### src/rtl/rxq_pkg.sv
package rxq_pkg;
  // Threshold code: 0 -> 1, 1 -> depth/4, 2 -> depth/2, 3 -> depth-2
  function automatic int unsigned thr_value(input logic [1:0] sel, input int unsigned depth);
    case (sel)
      2'd0:    return 1;
      2'd1:    return depth / 4;
      2'd2:    return depth / 2;
      default: return depth - 2;
    endcase
  endfunction
endpackage

### src/rtl/rxq_store.sv
module rxq_store #(
  parameter int DATA_W = 8,
  parameter int DEPTH  = 16,
  localparam int AW    = $clog2(DEPTH),
  localparam int LVL_W = AW + 1
) (
  input  logic              clk,
  input  logic              rst_n,
  input  logic              push_req,
  input  logic [DATA_W-1:0] push_data,
  input  logic              pop_req,
  output logic              push_ok,
  output logic              push_fire,
  output logic              pop_fire,
  output logic [DATA_W-1:0] head_data,
  output logic [LVL_W-1:0]  level,
  output logic [LVL_W-1:0]  level_nxt,
  output logic              is_empty
);
  logic [DATA_W-1:0] mem [DEPTH];
  logic [AW-1:0]     wptr, rptr;
  logic              is_full;

  assign is_full   = (level == LVL_W'(DEPTH));
  assign is_empty  = (level == '0);
  assign pop_fire  = pop_req && !is_empty;
  assign push_ok   = !is_full || pop_req;
  assign push_fire = push_req && (!is_full || pop_fire);
  assign head_data = mem[rptr];

  always_comb begin
    case ({push_fire, pop_fire})
      2'b10:   level_nxt = level + LVL_W'(1);
      2'b01:   level_nxt = level - LVL_W'(1);
      default: level_nxt = level;
    endcase
  end

  always_ff @(posedge clk) begin
    if (push_fire) mem[wptr] <= push_data;
  end

  always_ff @(posedge clk or negedge rst_n) begin
    if (!rst_n) begin
      wptr  <= '0;
      rptr  <= '0;
      level <= '0;
    end else begin
      if (push_fire) wptr <= wptr + AW'(1);
      if (pop_fire)  rptr <= rptr + AW'(1);
      level <= level_nxt;
    end
  end
endmodule

### src/rtl/rxq_idle_tmr.sv
module rxq_idle_tmr #(
  parameter int TMR_W = 16
) (
  input  logic             clk,
  input  logic             rst_n,
  input  logic             activity,
  input  logic             occupied,
  input  logic             hold_clear,
  input  logic [TMR_W-1:0] reload,
  output logic             expire
);
  logic [TMR_W-1:0] cnt;

  assign expire = occupied && !activity && (cnt == TMR_W'(1));

  always_ff @(posedge clk or negedge rst_n) begin
    if (!rst_n)               cnt <= '0;
    else if (hold_clear)      cnt <= '0;
    else if (activity)        cnt <= reload;
    else if (cnt != '0)       cnt <= cnt - TMR_W'(1);
  end
endmodule

### src/rtl/rxq_irq_ctrl.sv
module rxq_irq_ctrl #(
  parameter int DEPTH  = 16,
  localparam int LVL_W = $clog2(DEPTH) + 1
) (
  input  logic             clk,
  input  logic             rst_n,
  input  logic [1:0]       thr_sel,
  input  logic [LVL_W-1:0] level_nxt,
  input  logic             expire,
  output logic             irq
);
  logic [LVL_W-1:0] thr_lvl;

  assign thr_lvl = LVL_W'(rxq_pkg::thr_value(thr_sel, DEPTH));

  always_ff @(posedge clk or negedge rst_n) begin
    if (!rst_n)                                irq <= 1'b0;
    else if (level_nxt == '0)                  irq <= 1'b0;
    else if (level_nxt >= thr_lvl || expire)   irq <= 1'b1;
  end
endmodule

### src/rtl/rxq_thresh_fifo.sv
module rxq_thresh_fifo #(
  parameter int DATA_W = 8,
  parameter int DEPTH  = 16,
  parameter int TMR_W  = 16,
  localparam int LVL_W = $clog2(DEPTH) + 1
) (
  input  logic              clk,
  input  logic              rst_n,
  input  logic              rx_valid,
  input  logic [DATA_W-1:0] rx_data,
  output logic              rx_ready,
  output logic              rd_valid,
  input  logic              rd_ready,
  output logic [DATA_W-1:0] rd_data,
  input  logic [1:0]        thr_sel,
  input  logic [TMR_W-1:0]  idle_reload,
  input  logic              ovr_clr,
  output logic [LVL_W-1:0]  fill_level,
  output logic              empty,
  output logic              overrun,
  output logic              rx_irq
);
  logic             push_fire, pop_fire, push_ok, expire;
  logic [LVL_W-1:0] level_nxt;
  logic             ovr_q;

  rxq_store #(.DATA_W(DATA_W), .DEPTH(DEPTH)) store_i (
    .clk       (clk),
    .rst_n     (rst_n),
    .push_req  (rx_valid),
    .push_data (rx_data),
    .pop_req   (rd_ready),
    .push_ok   (push_ok),
    .push_fire (push_fire),
    .pop_fire  (pop_fire),
    .head_data (rd_data),
    .level     (fill_level),
    .level_nxt (level_nxt),
    .is_empty  (empty)
  );

  rxq_idle_tmr #(.TMR_W(TMR_W)) tmr_i (
    .clk        (clk),
    .rst_n      (rst_n),
    .activity   (push_fire || pop_fire),
    .occupied   (!empty),
    .hold_clear (level_nxt == '0),
    .reload     (idle_reload),
    .expire     (expire)
  );

  rxq_irq_ctrl #(.DEPTH(DEPTH)) irq_i (
    .clk       (clk),
    .rst_n     (rst_n),
    .thr_sel   (thr_sel),
    .level_nxt (level_nxt),
    .expire    (expire),
    .irq       (rx_irq)
  );

  always_ff @(posedge clk or negedge rst_n) begin
    if (!rst_n)                    ovr_q <= 1'b0;
    else if (rx_valid && !push_fire) ovr_q <= 1'b1;
    else if (ovr_clr)              ovr_q <= 1'b0;
  end

  assign overrun  = ovr_q;
  assign rx_ready = push_ok;
  assign rd_valid = !empty;
endmodule

### config.mk
export PLATFORM = sky130hd
export DESIGN_NAME = rxq_thresh_fifo
export DESIGN_NICKNAME = d
export VERILOG_FILES = /design/src/rtl/rxq_pkg.sv /design/src/rtl/rxq_store.sv /design/src/rtl/rxq_idle_tmr.sv /design/src/rtl/rxq_irq_ctrl.sv /design/src/rtl/rxq_thresh_fifo.sv
export SDC_FILE = /design/constraint.sdc
export NUM_CORES = 1
export LEC_CHECK = 0
export BUFFER_PORTS_ARGS = -buffer_cell sky130_fd_sc_hd__buf_2
export CORE_MARGIN = 2
export CORE_UTILIZATION = 55
export CTS_BUF_LIST = sky130_fd_sc_hd__clkbuf_2 sky130_fd_sc_hd__clkbuf_4 sky130_fd_sc_hd__clkbuf_8
export DETAILED_ROUTE_END_ITERATION = 16
export PLACE_DENSITY = 0.74
export SYNTH_ARGS = -nofsm -noshare
export SYNTH_HDL_FRONTEND = slang
export SYNTH_SLANG_ARGS = --single-unit
### constraint.sdc
create_clock -name clk -period 8.1 [get_ports clk]
set_clock_uncertainty 0.2 [all_clocks]
set_input_delay 1.215 -clock clk [delete_from_list [all_inputs] [get_ports clk]]
set_output_delay 1.215 -clock clk [all_outputs]
set_load 0.02 [all_outputs]
==> metrics.txt, run 1 <==
outcome=finished, final reports clean; GRT Util Overall=21.6%; non-filler cells, final=649; final worst slack=3.80 ns; hold crit path type=flop to flop; max-slew violations=0; Net count, final=513; total wire length=13200 um; Vias/cell=5.84; commonest non-fill, non-tap cell in the layout=edfxtp_1; Tcrit/Tclk final=53.1%; Max Freq=0.233 GHz; number of flops mapped to enable cells by yosys=128; area delta synth->final=12.1%; leak pwr=2.66 nW; layout cell share with drive strength beyond 1=28.3%; slowest CP cell=nor4_4; initial antenna violation count=0; Die H=116 um; main combinational cell family by area after synthesis=multiplexers; Root Buffer=clkbuf_8; TritonCTS Buffers=17; Fin. Hold Viols=0; CP Cell Sequence=or4_1, or3_2, and2_1, inv_1, ha_1, inv_1, or3_1, mux2i_1, xnor2_1, nor4_4, nor3_1; Max FO, Critical Path=16; GPL Wtd Cong=0.848; CTS Hold Buffers Added=0; TritonRoute pass-1 iters=5; Crit path top cell by count=inv_1; adder-cell share of the synthesized area=2.55%; gr ovfl total=0; Synth Instances=418; unrepaired setup endpoints after global routing=false; crit-path leading delay family=simple AND/OR/NAND/NOR gates; dpl ws=3.46 ns; top_reg_cell synth=edfxtp_1; dpl cells=617; commonest non-fill, non-tap cells in the layout=128 x edfxtp_1, 48 x buf_2, 40 x mux4_2; Synth area leaders=edfxtp_1 56%, mux4_2 13%, dfrtp_1 11%; Final setup violation count=0; post-synthesis xor/xnor area fraction=2.29%; largest net degree at the start of global routing=36; Pwr Density=336 nW/um^2; Peak VDD IR=0.000230 V; First DRT Iteration DRCs=535; Ys Warns=0; IO Count=49; Syn Area/Cell=16.4 um^2; cell taking the most area after synthesis=edfxtp_1; number of global-route vias before repair=3731; minimum clock period=4.30 ns; detailed placement HPWL=8230 um; worst rel slew slack=20.1%; CTS-repair resized insts=0; total power=2.59 mW; critical path buffer and inverter count=2; Synth Area in Simple Gates=8.08%; multiplexer area fraction after synthesis=13.9%; setup repair bufs after CTS=0; Routed WL per cell=20.3 um; core area=12100 um^2; clk sinks=159; count of cell types in the netlist=47; Final Util=63.6%; starting density of the core=56.7%; CP max stage delay=0.78 ns; CTS tree=built; Setup TNS=0 ns; first-pass GRT wire length=20600 um; I/O Buffers=48; Synthesized Nets=463; arrival time worst endpoint=4.40 ns; Die ar.=13400 um^2; ant diodes=0; Compound-Gate Fraction of Synth Area=3.73%; Post-DRT Antenna Nets=0; post-synthesis sequential area ratio=67.2%; Synth top area share=55.9%; Vias=3788; max-cap violation count=0; crit start category=flop; clock slew at reported path FFs=0.09 ns; clk buf depth=2; Critical Setup Path Class=flop to flop; worst-skew pair later-pin latency=0.45 ns; critical path required time=8.20 ns; # DRC=0; Mapped Area=6870 um^2; slew at the pin closest to its max-slew limit=1.19 ns; H-Tree Depth=4; kind of end point of the critical path=flop; flops & latches, synth=159; Die Wd=116 um; async set-reset flop share out of synthesis=19.5%; Site Rows=40
## per-stage QoR
step / hold slack [ns] / area, um^2
floorplan: 0.346 / 6870
global placement: 0.286 / 7270
detailed placement: 0.319 / 7270
CTS: 0.340 / 7710
global route: 0.384 / 7710
finish: 0.337 / 7710
## worst reg2reg max path: stages, from the launching register on
cell and delay, ns:
dfrtp_1 0.50, or4_1 0.57, or3_2 0.45, and2_1 0.27
inv_1 0.09, ha_1 0.29, inv_1 0.09, or3_1 0.37
mux2i_1 0.21, xnor2_1 0.17, nor4_4 0.78, nor3_1 0.16
## registers in the layout, summed over array words and instances (netlist names)
signal         cells
irq_i.irq          1
store_i.rptr       4
tmr_i.cnt         16
overrun            1
store_i.level      5
store_i.wptr       4
store_i.mem      128
## final timing paths
| path | startpoint | to | slack, ns | cells after the start |
|---|---|---|---|---|
| min in group asynchronous | rst_n | store_i.level[3] | 0.61 | 1 |
| max in group asynchronous | rst_n | store_i.rptr[0] | 6.58 | 1 |
| min reg2reg | overrun | overrun | 0.34 | 2 |
| min | overrun | overrun | 0.34 | 2 |
| max reg2reg | store_i.level[1] | tmr_i.cnt[15] | 3.80 | 11 |
| max | store_i.level[1] | tmr_i.cnt[15] | 3.80 | 11 |
## layout make-up
type                    count  area [um^2]
clock buffers              17          234
clock inverters            15          206
fillers                   871         4400
inverters                  15         56.3
multi-input cells         224         2120
flip-flops and latches    159         4620
well taps                 168          210
repair buffers             51          263
## per-layer routing
metal	track usage [%]	vias to the layer above	wire (um)	part of all wire (%)
met3	4.92	19	885	6.7
met1	31.7	1899	5800	44
met5	0	-	0	0
met2	31.6	126	6260	47
met4	9.37	0	246	1.9
li1	-	1744	-	-
## cell usage after synthesis, types with 2 or more instances
library cell / number
or3_2: 2
nand4_1: 4
clkbuf_1: 9
nand2_1: 20
inv_1: 15
dfrtp_1: 31
xor2_1: 4
nand2b_1: 4
edfxtp_1: 128
nand3_1: 5
buf_6: 2
o21ai_0: 12
or4_1: 6
nor2_1: 27
nor3_1: 22
nor4_1: 5
or3_1: 2
a21oi_1: 7
o211ai_1: 3
ha_1: 14
a31oi_1: 2
mux4_2: 40
xnor2_1: 14
buf_2: 4
mux2i_1: 4
a21o_1: 2
a211oi_1: 5
and2_1: 2
buf_1: 4
and3_1: 2
## logic make-up after synthesis
kind of cell	Yosys count
and+or+nand+nor	107
AOI/OAI and AO/OA	40
xor gates and xnor gates	18
adders and majority gates	14
DFF	159
muxes	45
buffers and inverters	35
## where the power goes
group          switching, mW  internal [mW]
clock                  0.300          0.341
sequential             0.123           1.01
combinational          0.436          0.378
total                  0.859           1.73
Note: power is estimated with default switching activity, not from simulation.
==> run 2: changes to the inputs <==
- ABC_AREA: default -> 1
- PLACE_DENSITY: 0.74 -> 0.77
- clock period: 8.1 -> 3.6 ns (I/O delays scaled with it)
==> run 2 against run 1 <==
Via count up 27%. Maximum frequency is 27% higher. Final area up 2.9%. Die area rose by 3.0%. Synthesized area grew 3.1%. Worst hold slack worse by 0.25 ns. Non-clock buffer count is 10 higher. Utilization decreased by 0.78 points. Clock-buffer cell count up 4. Sequential power up 130%. First-iteration DRC count down 16%. Largest power group unchanged.
==> metrics.txt, run 2 <==
unrepaired setup endpoints after global routing=false; main combinational cell family by area after synthesis=simple AND/OR/NAND/NOR gates; H-Tree Depth=4; total power=6.10 mW; total wire length=14900 um; slew at the pin closest to its max-slew limit=0.888 ns; footprint of the multi-input gates=2190 um^2; Area after DPL=7530 um^2; Net count, final=707; Synth Area in Simple Gates=13.5%; Metal-1 WL=6300 um; hold path start=ovr_clr; Die H=118 um; TritonRoute pass-1 iters=6; IO Count=49; clock slew at reported path FFs=0.08 ns; Max Freq=0.295 GHz; Vias/cell=5.66; Mapped Area=7090 um^2; First DRT Iteration DRCs=449; hold crit path type=input pin to flop; Setup TNS=0 ns; Post-Layout Inst Area=7930 um^2; setup slack, reg-to-reg=0.21 ns; Synth Instances=610; CP Cell Sequence=nor2_2, nand3_4, nand2_1, nand4_1, nand2_1, ha_1, o21ai_0, ha_1, a21boi_0, o21a_1, o21ai_0, o311ai_0, nand2_1, nand2_1; Max FO, Critical Path=7; uppermost layer routed=met4; met3 WL=719 um; Die ar.=13800 um^2; slowest CP cell=dfrtp_1; Critical Setup Path Class=flop to flop; outcome=finished, final reports clean; Syn Area/Cell=11.6 um^2; CP max stage delay=0.46 ns; r2r startpoint=store_i.level[0]; Fillers=992; Tcrit/Tclk final=94.0%; largest registers=store_i.mem: 128 flops, tmr_i.cnt: 16 flops, store_i.level: 5 flops; first-pass GRT wire length=24900 um; most frequent cell after synthesis=edfxtp_1; largest net degree at the start of global routing=67; Post-DRT Antenna Nets=0; Die Wd=118 um; starting density of the core=56.2%; Site Rows=41; Synthesized Nets=655; final worst slack=0.214 ns; critical path required time=3.74 ns; max-slew violations=0; Synth area leaders=edfxtp_1 54%, dfrtp_1 11%, nor2_1 5.2%; I/O Buffers=48; core area=12600 um^2; post-synthesis sequential area ratio=65.2%; Final setup violation count=0; Compound-Gate Fraction of Synth Area=10.2%; leak pwr=3.03 nW; count of cell types in the netlist=40; Root Buffer=clkbuf_8; register area=4620 um^2; Fin. Hold Viols=0; top_reg_cell synth=edfxtp_1; CTS tree=built; clk buf depth=2; kind of end point of the critical path=flop; dpl cells=814; minimum clock period=3.39 ns; multiplexer area fraction after synthesis=3.39%; adder-cell share of the synthesized area=2.47%; dpl ws=0.246 ns; non-filler cells, final=847; reg2reg end=irq_i.irq; WHS Endpoint=overrun; number of global-route vias before repair=5064; Top reg by flops=store_i.mem; initial antenna violation count=0; max reg flops=128; layout cell share with drive strength beyond 1=15.7%; async set-reset flop share out of synthesis=19.5%; Ys Warns=0; most frequent cells after synthesis=128 x edfxtp_1, 98 x nor2_1, 73 x nand2_1, 55 x o21ai_0, 39 x inv_1; commonest non-fill, non-tap cell in the layout=edfxtp_1; gr ovfl total=0; Pwr Density=769 nW/um^2; Vias=4793; reg2reg path depth=14; worst rel slew slack=40.6%; number of flops mapped to enable cells by yosys=128; post-synthesis xor/xnor area fraction=1.36%; # DRC=0; met2 WL post-DR=7650 um; Routed WL per cell=17.6 um; Peak VDD IR=0.000409 V; Crit path top cell by count=nand2_1; GRT Util Overall=23.0%; detailed placement HPWL=9910 um; Synth top area share=54.2%; Hold Path Depth=2; TritonCTS Buffers=17; area delta synth->final=11.9%; max-cap violation count=0; cell taking the most area after synthesis=edfxtp_1; worst-skew pair later-pin latency=0.45 ns; clk sinks=159; commonest non-fill, non-tap cells in the layout=128 x edfxtp_1, 98 x nor2_1, 73 x nand2_1; GPL Wtd Cong=0.966; crit start category=flop; flops & latches, synth=159; ant diodes=0; arrival time worst endpoint=3.53 ns
run 2: critical path, delay by kind of cell (launching register included):
| family | cells | cell delay (ns) |
|---|---|---|
| AO/OA/AOI/OAI | 5 | 0.97 |
| adder cells (fa/ha/maj) | 2 | 0.63 |
| flip-flops | 1 | 0.46 |
| AND/OR/NAND/NOR | 7 | 1.01 |
run 2: worst max-delay path by stage:
stage | start | to | slack [ns]
floorplan | store_i.level[0] | irq_i.irq | 0.22
global placement | store_i.level[0] | irq_i.irq | 0.49
detailed placement | store_i.level[0] | irq_i.irq | 0.25
CTS | store_i.level[0] | irq_i.irq | 0.24
global route | store_i.level[2] | irq_i.irq | 0.04
finish | store_i.level[0] | irq_i.irq | 0.21
run 2: metal layers:
layer  vias up  track usage (%)
met5         -                0
met4         0             8.21
met3        22             4.89
met1      2319             28.2
met2       155             40.5
li1       2297                -
run 2: stage by stage:
step           hold slack (ns)  util (%)
2_1_floorplan           0.0444         -
3_3_place_gp             0.269      59.7
3_5_place_dp             0.295      59.7
4_1_cts                 0.0589      62.9
5_1_grt                 0.0756      62.9
6_report                0.0902      62.9
run 2: cells by family after synthesis:
| kind of cell | count (synthesis) |
|---|---|
| AOI/OAI and AO/OA | 111 |
| xor gates and xnor gates | 11 |
| adders and majority gates | 14 |
| buffers and inverters | 70 |
| DFF | 159 |
| muxes | 24 |
| and+or+nand+nor | 221 |
run 2: cell type report:
class	instances	share of cell area, %
sequential	159	58.2
timing repair buffer	61	4.45
clock buffer	21	3.49
clock inverter	11	1.47
multi-input combinational	381	27.6
tap	172	2.71
inverter	42	1.99
run 2: timing repair:
item,CTS,global route
endpoints found under the hold margin,31,0
buffers inserted,0,0
gates resized for setup,0,0
hold buffers,1,0
run 2: power by group:
group          leakage [nW]  switching, mW  total (mW)  internal (mW)
sequential             1.52          0.268        2.55           2.29
combinational          1.32           1.48        2.25          0.775
clock                 0.188          0.631        1.29          0.661
